### src/rtl/qpel_pkg.sv
package qpel_pkg;
  localparam int PIX_W = 8;
  localparam int SUM_W = 22;

  typedef struct packed {
    logic       shift;
    logic       produce;
    logic       intMode;
    logic [1:0] fracX;
    logic [1:0] fracY;
  } strobe_t;

  localparam logic signed [SUM_W-1:0] K5   = SUM_W'(5);
  localparam logic signed [SUM_W-1:0] K20  = SUM_W'(20);
  localparam logic signed [SUM_W-1:0] RND5 = SUM_W'(16);
  localparam logic signed [SUM_W-1:0] RND10 = SUM_W'(512);

  function automatic logic signed [SUM_W-1:0] widen(input logic [PIX_W-1:0] p);
    return {{(SUM_W-PIX_W){1'b0}}, p};
  endfunction

  function automatic logic signed [SUM_W-1:0] tap6(
      input logic signed [SUM_W-1:0] a, input logic signed [SUM_W-1:0] b,
      input logic signed [SUM_W-1:0] c, input logic signed [SUM_W-1:0] d,
      input logic signed [SUM_W-1:0] e, input logic signed [SUM_W-1:0] f);
    return a + f - K5 * (b + e) + K20 * (c + d);
  endfunction

  function automatic logic [PIX_W-1:0] clipPix(input logic signed [SUM_W-1:0] v);
    if (v < 0) return '0;
    else if (v > SUM_W'((1 << PIX_W) - 1)) return '1;
    else return v[PIX_W-1:0];
  endfunction
endpackage

### src/rtl/qpel_ctrl.sv
module qpel_ctrl
  import qpel_pkg::*;
#(
  parameter int BLK = 4
) (
  input  logic       clk,
  input  logic       rstN,
  input  logic       inValid,
  output logic       inReady,
  input  logic [1:0] inFracX,
  input  logic [1:0] inFracY,
  output logic       outValid,
  input  logic       outReady,
  output logic       outLast,
  output strobe_t    stb
);
  localparam int COL_N = BLK + 5;
  localparam int WIN   = 6;
  localparam int CNT_W = $clog2(COL_N);

  logic [CNT_W-1:0] colCnt;
  logic [1:0]       fxQ, fyQ;
  logic [1:0]       curFx, curFy;
  logic             intMode, accept, produce, atLast;
  logic [CNT_W-1:0] lastIdx;

  always_comb begin
    curFx   = (colCnt == '0) ? inFracX : fxQ;
    curFy   = (colCnt == '0) ? inFracY : fyQ;
    intMode = (curFx == 2'd0) && (curFy == 2'd0);
    lastIdx = intMode ? CNT_W'(BLK - 1) : CNT_W'(COL_N - 1);
    atLast  = (colCnt == lastIdx);
    inReady = !outValid || outReady;
    accept  = inValid && inReady;
    produce = accept && (intMode || (colCnt >= CNT_W'(WIN - 1)));
    stb.shift   = accept;
    stb.produce = produce;
    stb.intMode = intMode;
    stb.fracX   = curFx;
    stb.fracY   = curFy;
  end

  always_ff @(posedge clk) begin
    if (!rstN) begin
      colCnt   <= '0;
      fxQ      <= '0;
      fyQ      <= '0;
      outValid <= 1'b0;
      outLast  <= 1'b0;
    end else begin
      if (accept) begin
        colCnt <= atLast ? '0 : colCnt + 1'b1;
        if (colCnt == '0) begin
          fxQ <= inFracX;
          fyQ <= inFracY;
        end
      end
      if (produce) begin
        outValid <= 1'b1;
        outLast  <= atLast;
      end else if (outReady) begin
        outValid <= 1'b0;
        outLast  <= 1'b0;
      end
    end
  end

  assert_hold_valid_R7: assert property (@(posedge clk) disable iff (!rstN)
    outValid && !outReady |=> outValid);
  assert_inready_low_R7: assert property (@(posedge clk) disable iff (!rstN)
    !inReady |-> outValid && !outReady);
  assert_cnt_range_R3: assert property (@(posedge clk) disable iff (!rstN)
    colCnt <= CNT_W'(COL_N - 1));
  assert_last_with_valid_R6: assert property (@(posedge clk) disable iff (!rstN)
    outLast |-> outValid);
  assert_idle_after_last_R6: assert property (@(posedge clk) disable iff (!rstN)
    outValid && outLast |-> colCnt == '0);
endmodule

### src/rtl/qpel_datapath.sv
module qpel_datapath
  import qpel_pkg::*;
#(
  parameter int BLK = 4
) (
  input  logic                       clk,
  input  logic                       rstN,
  input  strobe_t                    stb,
  input  logic [(BLK+5)*PIX_W-1:0]   inCol,
  output logic [BLK*PIX_W-1:0]       outCol
);
  localparam int COL_N  = BLK + 5;
  localparam int FULL_N = BLK + 1;
  localparam int WIN    = 6;

  logic [PIX_W-1:0]        pix   [COL_N];
  logic signed [SUM_W-1:0] vIn   [BLK];
  logic [PIX_W-1:0]        winF  [WIN][FULL_N];
  logic signed [SUM_W-1:0] winV  [WIN][BLK];
  logic [PIX_W-1:0]        wF    [WIN][FULL_N];
  logic signed [SUM_W-1:0] wV    [WIN][BLK];
  logic [PIX_W-1:0]        bHalf [FULL_N];
  logic [PIX_W-1:0]        hHalf [BLK];
  logic [PIX_W-1:0]        mHalf [BLK];
  logic [PIX_W-1:0]        jHalf [BLK];

  for (genvar i = 0; i < COL_N; i++) begin : g_unpack
    assign pix[i] = inCol[i*PIX_W +: PIX_W];
  end

  // vertical six-tap sums of the incoming column, kept unrounded
  for (genvar r = 0; r < BLK; r++) begin : g_vert
    assign vIn[r] = tap6(widen(pix[r]), widen(pix[r+1]), widen(pix[r+2]),
                         widen(pix[r+3]), widen(pix[r+4]), widen(pix[r+5]));
  end

  // window as seen after the incoming column is shifted in
  always_comb begin
    for (int i = 0; i < WIN - 1; i++) begin
      wF[i] = winF[i+1];
      wV[i] = winV[i+1];
    end
    for (int r = 0; r < FULL_N; r++) wF[WIN-1][r] = pix[r+2];
    for (int r = 0; r < BLK; r++)    wV[WIN-1][r] = vIn[r];
  end

  always_ff @(posedge clk) begin
    if (stb.shift) begin
      winF <= wF;
      winV <= wV;
    end
  end

  // horizontal filters: FULL_N on full rows, BLK on vertical sums
  for (genvar r = 0; r < FULL_N; r++) begin : g_hfull
    logic signed [SUM_W-1:0] hSum;
    assign hSum = tap6(widen(wF[0][r]), widen(wF[1][r]), widen(wF[2][r]),
                       widen(wF[3][r]), widen(wF[4][r]), widen(wF[5][r]));
    assign bHalf[r] = clipPix((hSum + RND5) >>> 5);
  end

  for (genvar r = 0; r < BLK; r++) begin : g_hmid
    logic signed [SUM_W-1:0] jSum;
    assign jSum = tap6(wV[0][r], wV[1][r], wV[2][r], wV[3][r], wV[4][r], wV[5][r]);
    assign jHalf[r] = clipPix((jSum + RND10) >>> 10);
    assign hHalf[r] = clipPix((wV[2][r] + RND5) >>> 5);
    assign mHalf[r] = clipPix((wV[3][r] + RND5) >>> 5);
  end

  for (genvar r = 0; r < BLK; r++) begin : g_out
    logic [PIX_W-1:0] selA, selB, gP, hP, mP, bP, sP, jP, fullH, fullM;
    logic [PIX_W:0]   avg;
    always_comb begin
      gP = wF[2][r];   fullH = wF[3][r];   fullM = wF[2][r+1];
      bP = bHalf[r];   sP = bHalf[r+1];
      hP = hHalf[r];   mP = mHalf[r];      jP = jHalf[r];
      case ({stb.fracX, stb.fracY})
        4'b0000: begin selA = wF[WIN-1][r]; selB = wF[WIN-1][r]; end
        4'b0001: begin selA = gP;  selB = hP;    end
        4'b0010: begin selA = hP;  selB = hP;    end
        4'b0011: begin selA = hP;  selB = fullM; end
        4'b0100: begin selA = gP;  selB = bP;    end
        4'b0101: begin selA = bP;  selB = hP;    end
        4'b0110: begin selA = hP;  selB = jP;    end
        4'b0111: begin selA = hP;  selB = sP;    end
        4'b1000: begin selA = bP;  selB = bP;    end
        4'b1001: begin selA = bP;  selB = jP;    end
        4'b1010: begin selA = jP;  selB = jP;    end
        4'b1011: begin selA = jP;  selB = sP;    end
        4'b1100: begin selA = bP;  selB = fullH; end
        4'b1101: begin selA = bP;  selB = mP;    end
        4'b1110: begin selA = jP;  selB = mP;    end
        default: begin selA = sP;  selB = mP;    end
      endcase
      avg = ({1'b0, selA} + {1'b0, selB} + 1'b1) >> 1;
    end
    always_ff @(posedge clk) begin
      if (!rstN) outCol[r*PIX_W +: PIX_W] <= '0;
      else if (stb.produce) outCol[r*PIX_W +: PIX_W] <= avg[PIX_W-1:0];
    end
  end
endmodule

### src/rtl/qpel_luma_interp.sv
module qpel_luma_interp
  import qpel_pkg::*;
#(
  parameter int BLK = 4
) (
  input  logic                     clk,
  input  logic                     rstN,
  input  logic                     inValid,
  output logic                     inReady,
  input  logic [(BLK+5)*PIX_W-1:0] inCol,
  input  logic [1:0]               inFracX,
  input  logic [1:0]               inFracY,
  output logic                     outValid,
  input  logic                     outReady,
  output logic [BLK*PIX_W-1:0]     outCol,
  output logic                     outLast
);
  strobe_t stb;

  qpel_ctrl #(.BLK(BLK)) u_ctrl (
    .clk(clk), .rstN(rstN), .inValid(inValid), .inReady(inReady),
    .inFracX(inFracX), .inFracY(inFracY), .outValid(outValid),
    .outReady(outReady), .outLast(outLast), .stb(stb)
  );

  qpel_datapath #(.BLK(BLK)) u_dp (
    .clk(clk), .rstN(rstN), .stb(stb), .inCol(inCol), .outCol(outCol)
  );

  assert_stable_data_R7: assert property (@(posedge clk) disable iff (!rstN)
    outValid && !outReady |=> $stable(outCol));
endmodule

### config.mk
export PLATFORM = sky130hd
export DESIGN_NAME = qpel_luma_interp
export DESIGN_NICKNAME = d
export VERILOG_FILES = /design/src/rtl/qpel_pkg.sv /design/src/rtl/qpel_ctrl.sv /design/src/rtl/qpel_datapath.sv /design/src/rtl/qpel_luma_interp.sv
export SDC_FILE = /design/constraint.sdc
export NUM_CORES = 2
export LEC_CHECK = 0
export ABC_AREA = 0
export BUFFER_PORTS_ARGS = -buffer_cell sky130_fd_sc_hd__buf_2
export CAP_MARGIN = 20
export CORE_MARGIN = 2
export CORE_UTILIZATION = 30
export DETAILED_ROUTE_END_ITERATION = 7
export PLACE_DENSITY = 0.43
export SYNTH_ARGS = -nofsm -noshare
export SYNTH_HDL_FRONTEND = slang
export SYNTH_SLANG_ARGS = --single-unit
### constraint.sdc
create_clock -name clk -period 39.6 [get_ports clk]
set_input_delay 5.94 -clock clk [delete_from_list [all_inputs] [get_ports clk]]
set_output_delay 5.94 -clock clk [all_outputs]
set_load 0.01 [all_outputs]
Word-level counts from Yosys, hierarchy flattened
Cells that the tools add are included.
{ "classes": {"n_addsub": 91, "mul": 26, "n_lt_le_gt_ge": 35, "n_eq_ne": 15, "mux": 49, "reduce_logical": 19} }
{ "op_table": {"columns": ["operator", "n"], "rows": [
  ["$add 22x22->22", 25],
  ["$add 22x6->22 const B", 13],
  ["$mul 4x22->20 const A", 13],
  ["$mul 4x22->22 const A", 13],
  ["$sub 22x22->22", 13],
  ["$add 8x8->9", 31],
  ["$mux 8", 34],
  ["$pmux 8 s7", 4],
  ["$gt 17x9->1 const B", 13],
  ["$lt 17x1->1 const B", 13],
  ["$pmux 8 s5", 4],
  ["$add 22x11->22 const B", 4],
  ["$gt 12x9->1 const B", 4],
  ["$lt 12x1->1 const B", 4],
  ["$add 9x1->9 const B", 4],
  ["$eq 4x4->1 const B", 7],
  ["$eq 4x3->1 const B", 4],
  ["$reduce_or 3->1", 3],
  ["$eq 4x2->1 const B", 2],
  ["$logic_not 4->1", 2],
  ["$mux 4", 2],
  ["$reduce_or 2->1", 3],
  ["$reduce_or 5->1", 1],
  ["$add 4x1->4 const B", 1],
  ["11 further kinds", 18]
]} }
{ "word_totals": {"regBits": 682, "output_inout_bits": 35} }

Depth between registers and ports, before layout
{ "logic_depth": {"depth_word": 14, "depth_mapped": 57, "ltp_nobuf": 57} }

Modules after synthesis
From an unflattened synthesis, not the netlist that was laid out.
{ "hier_totals": {"cells_unflattened": 6753, "hier_area_um2": 67702.4} }
{ "modules_own_cells": {"columns": ["mod", "n_inst", "cells_per_inst", "area_per_inst_um2", "seq_area_each_um2"], "rows": [
  ["qpel_datapath", 1, 6679, 67038.0, 18057.3],
  ["qpel_ctrl", 1, 74, 664.4, 200.2]
]} }

Worst setup path before layout
Ideal clock, no wire load.
{ "synth_path": {"path_kind": "input to register", "from": "input port outReady", "to": "register u_dp.winF (netlist bit u_dp.g_out[0].fullH[0]), enable pin", "setup_ns": 1.255, "arrival_ns": 23.742, "required_time_ns": 38.345, "setup_slack_ns": 14.603, "cell_stages": 4, "n_path_buf": 1, "cell_sequence": "nand2b_1 -> nand2_1 -> clkinv_1 -> clkbuf_1"} }
{ "synth_lines": {"columns": ["item", "line_no", "text"], "rows": [
  ["start: declaration", "qpel_luma_interp.sv:14", "input logic outReady,"],
  ["end signal: assignment", "qpel_datapath.sv:49", "winF <= wF;"],
  ["end: declaration", "qpel_datapath.sv:18", "logic [PIX_W-1:0] winF [WIN][FULL_N];"]
]} }

==> results.md <==
- Routed vias/inst: 4.88
- EDFF count, synth: 640
- Ys async rst share: 0%
- Final hold viol count: 0
- DP HPWL: 188 mm
- Top cell type's share of synthesized area: 27.3%
- Worst skew pair latency: 750 ps
- Clock buffer depth: 3
- Drt drc: 0
- Clk sinks: 682
- Post-route ant nets: 0
- Row count: 177
- RSZ-0062 raised after global routing: false
- Syn Std Cell Area: 70400 sq um
- Req. time, crit path: 40190 ps
- Drt total wl: 228 mm
- DR vias: 50.2k
- Fin crit period: 18420 ps
- Vias in the first global route: 51.0k
- Final slew viol count: 0
- First-pass GRT wire length: 336 mm
- CP bufs+invs: 5
- Hold_buf cts: 0
- Drt pass-1 iters: 8
- Synth warn: 0
- Synth area leader: edfxtp_1
- Cell with the most instances after synthesis: ha_1
- Final setup viols: 0
- CP peak stage delay: 760 ps
- H-tree levels: 3
- Status: completed
- Sequential area share after synthesis: 28.5%
- Core area: 233000 sq um
- Yosys cell types: 85
- Wire per inst: 22.1 um
- Tcrit/Tclk final: 46.5%
- RePlAce Congestion: 0.901
- Avg Inst Size Synth: 10.3 sq um
- Critical path's slowest cell: xnor2_1
- Total die area: 238000 sq um
- Most frequent CP cell: ha_1
- PortBufs: 114
- Die Y: 488 um
- Fin nets: 8889
- Total gr overflow: 0
- Critical Path Sink Type: flip-flop
- Reg clk slew, reported paths: 60 ps
- CTS tree: done
- Synth Register Bits: 682
- Critical path arrival: 19010 ps
- FMAX: 54.3 MHz
- IO Pins: 115
- Post-CTS Resized: 0
- # fillers: 23.9k
- Crit path launch type: primary input
- Hold/Removal Path Class: flip-flop to flip-flop
- Crit Path Max Fanout: 7
- Initial Util: 30.2%
- Predominant post-synthesis flop cell: edfxtp_1
- Post-CTS setup buffer count: 0
- Die W: 488 um
- Post-Synthesis Cells: 6844
- Synth top area cells: edfxtp_1, ha_1, fa_1
- Synth-to-Final Area Change: 11.4%
- DRT iter0 DRCs: 3330
- Pin count of the biggest net entering global routing: 150
- Total negative slack: 0 ps
- Top delay family on crit path: adder cells
- Antenna violations before repair: 33
- Clk_skew: 24.6 ps
- Share of layout cells above drive strength 1: 5.13%
- Least-Margin Pin Slew: 1100 ps
- Critical path class: primary input to flip-flop
- Total GRT Usage: 19.1%
- CTS buffer count: 92
- CTS root buffer: clkbuf_16
- Mapped Nets: 8675
- Most common library cells after synthesis: ha_1, inv_1, edfxtp_1
- Slew headroom: 25.8%
- Max-cap viol count: 0
[flip-flops by register name, summed over array words and instances (netlist names)]
signal / flops
u_ctrl.outValid: 1
u_dp.g_out.fullH: 32
u_dp.g_out.fullM: 32
u_ctrl.outLast: 1
u_dp.wF: 128
u_dp.outCol: 32
u_ctrl.fyQ: 2
u_ctrl.colCnt: 4
u_dp.g_out.gP: 8
u_dp.wV: 440
u_ctrl.fxQ: 2
[worst paths after layout]
| path | startpoint | cells past startpoint | endpoint | slack (ps) |
|---|---|---|---|---|
| worst max-delay path | inCol[40] | 56 | u_dp.outCol[30] | 21180 |
| worst min-delay path | u_dp.wV[380] | 0 | u_dp.wV[468] | 440 |
| worst max register to register | u_dp.wV[176] | 50 | u_dp.outCol[30] | 27740 |
| worst min register to register | u_dp.wV[380] | 0 | u_dp.wV[468] | 440 |
[worst register-to-register path, delay by kind of cell, from the launching register on]
kind | cells | cell delay (ps)
fa+ha+maj | 10 | 3570
simple gates | 13 | 1780
xor+xnor | 6 | 1730
compound gates | 20 | 4200
buf+inv | 1 | 40
flops | 1 | 390
[kinds of logic (layout without fill, tap and decap cells)]
group / count (synthesis) / in the layout / share of synthesized area, %
AO/OA/AOI/OAI: 1528 / 1528 / 14.0
adder cells (fa/ha/maj): 1751 / 1751 / 35.4
flip-flops: 682 / 682 / 28.5
AND/OR/NAND/NOR: 1068 / 1068 / 7.25
buffers and inverters: 1113 / 1403 / 5.94
other: 0 / 17 / 0
multiplexers: 17 / 17 / 0.249
XOR/XNOR: 685 / 685 / 8.58
[placed cells by master, fill, tap and decap left out, types with 13 or more instances in the layout]
cell type	instances
clkbuf_1	13
nand4_1	38
o21ai_0	234
xnor2_1	493
ha_1	1349
edfxtp_1	640
a211oi_1	18
o221ai_1	30
a221oi_1	34
nor2b_1	81
buf_2	115
buf_4	50
nor4_1	16
a21oi_1	507
a31oi_1	27
nand3_1	86
o21ai_1	44
dfxtp_1	42
a22oi_1	16
nor3_1	66
a21o_1	155
diode_2	17
and3_1	32
and2_1	32
inv_1	1065
and4_1	13
o211ai_1	20
o21bai_1	174
clkbuf_16	95
xor2_1	189
nand2_1	252
nand2b_1	73
a21boi_0	24
fa_1	402
nor2_1	329
o21a_1	64
[per-layer routing]
| metal | global-route usage [%] | routed length [um] | vias to the layer above |
|---|---|---|---|
| li1 | - | - | 24500 |
| met1 | 26.7 | 110000 | 24400 |
| met2 | 30.1 | 101000 | 978 |
| met3 | 2.34 | 8790 | 288 |
| met4 | 6.73 | 8320 | 2 |
| met5 | 0 | 18 | - |
[layout make-up]
cell class	count	area, sq um	area share (%)
inverter	1066	4010	5.11
multi-input combinational	5049	46200	58.9
antenna	17	42.5	0.0543
clock buffer	110	2450	3.13
timing repair buffer	167	978	1.25
sequential	682	20100	25.6
tap	3132	3920	5.00
clock inverter	60	732	0.934
[metrics by stage]
step / cells / util (%) / hold WS [ps] / setup WS [ps] / instance area, sq um
6_report: 10300 / 33.6 / 445 / 21180 / 78400
3_3_place_gp: 10100 / 32.2 / 437 / 20810 / 75100
2_1_floorplan: 6844 / - / 431 / 14600 / 70400
3_5_place_dp: 10100 / 32.3 / 440 / 20600 / 75100
5_1_grt: 10300 / 33.6 / 449 / 20380 / 78400
4_1_cts: 10300 / 33.6 / 431 / 21320 / 78300
Power is not shown: default switching activity piles up to over one toggle a cycle in this logic, so the estimate is an artifact.
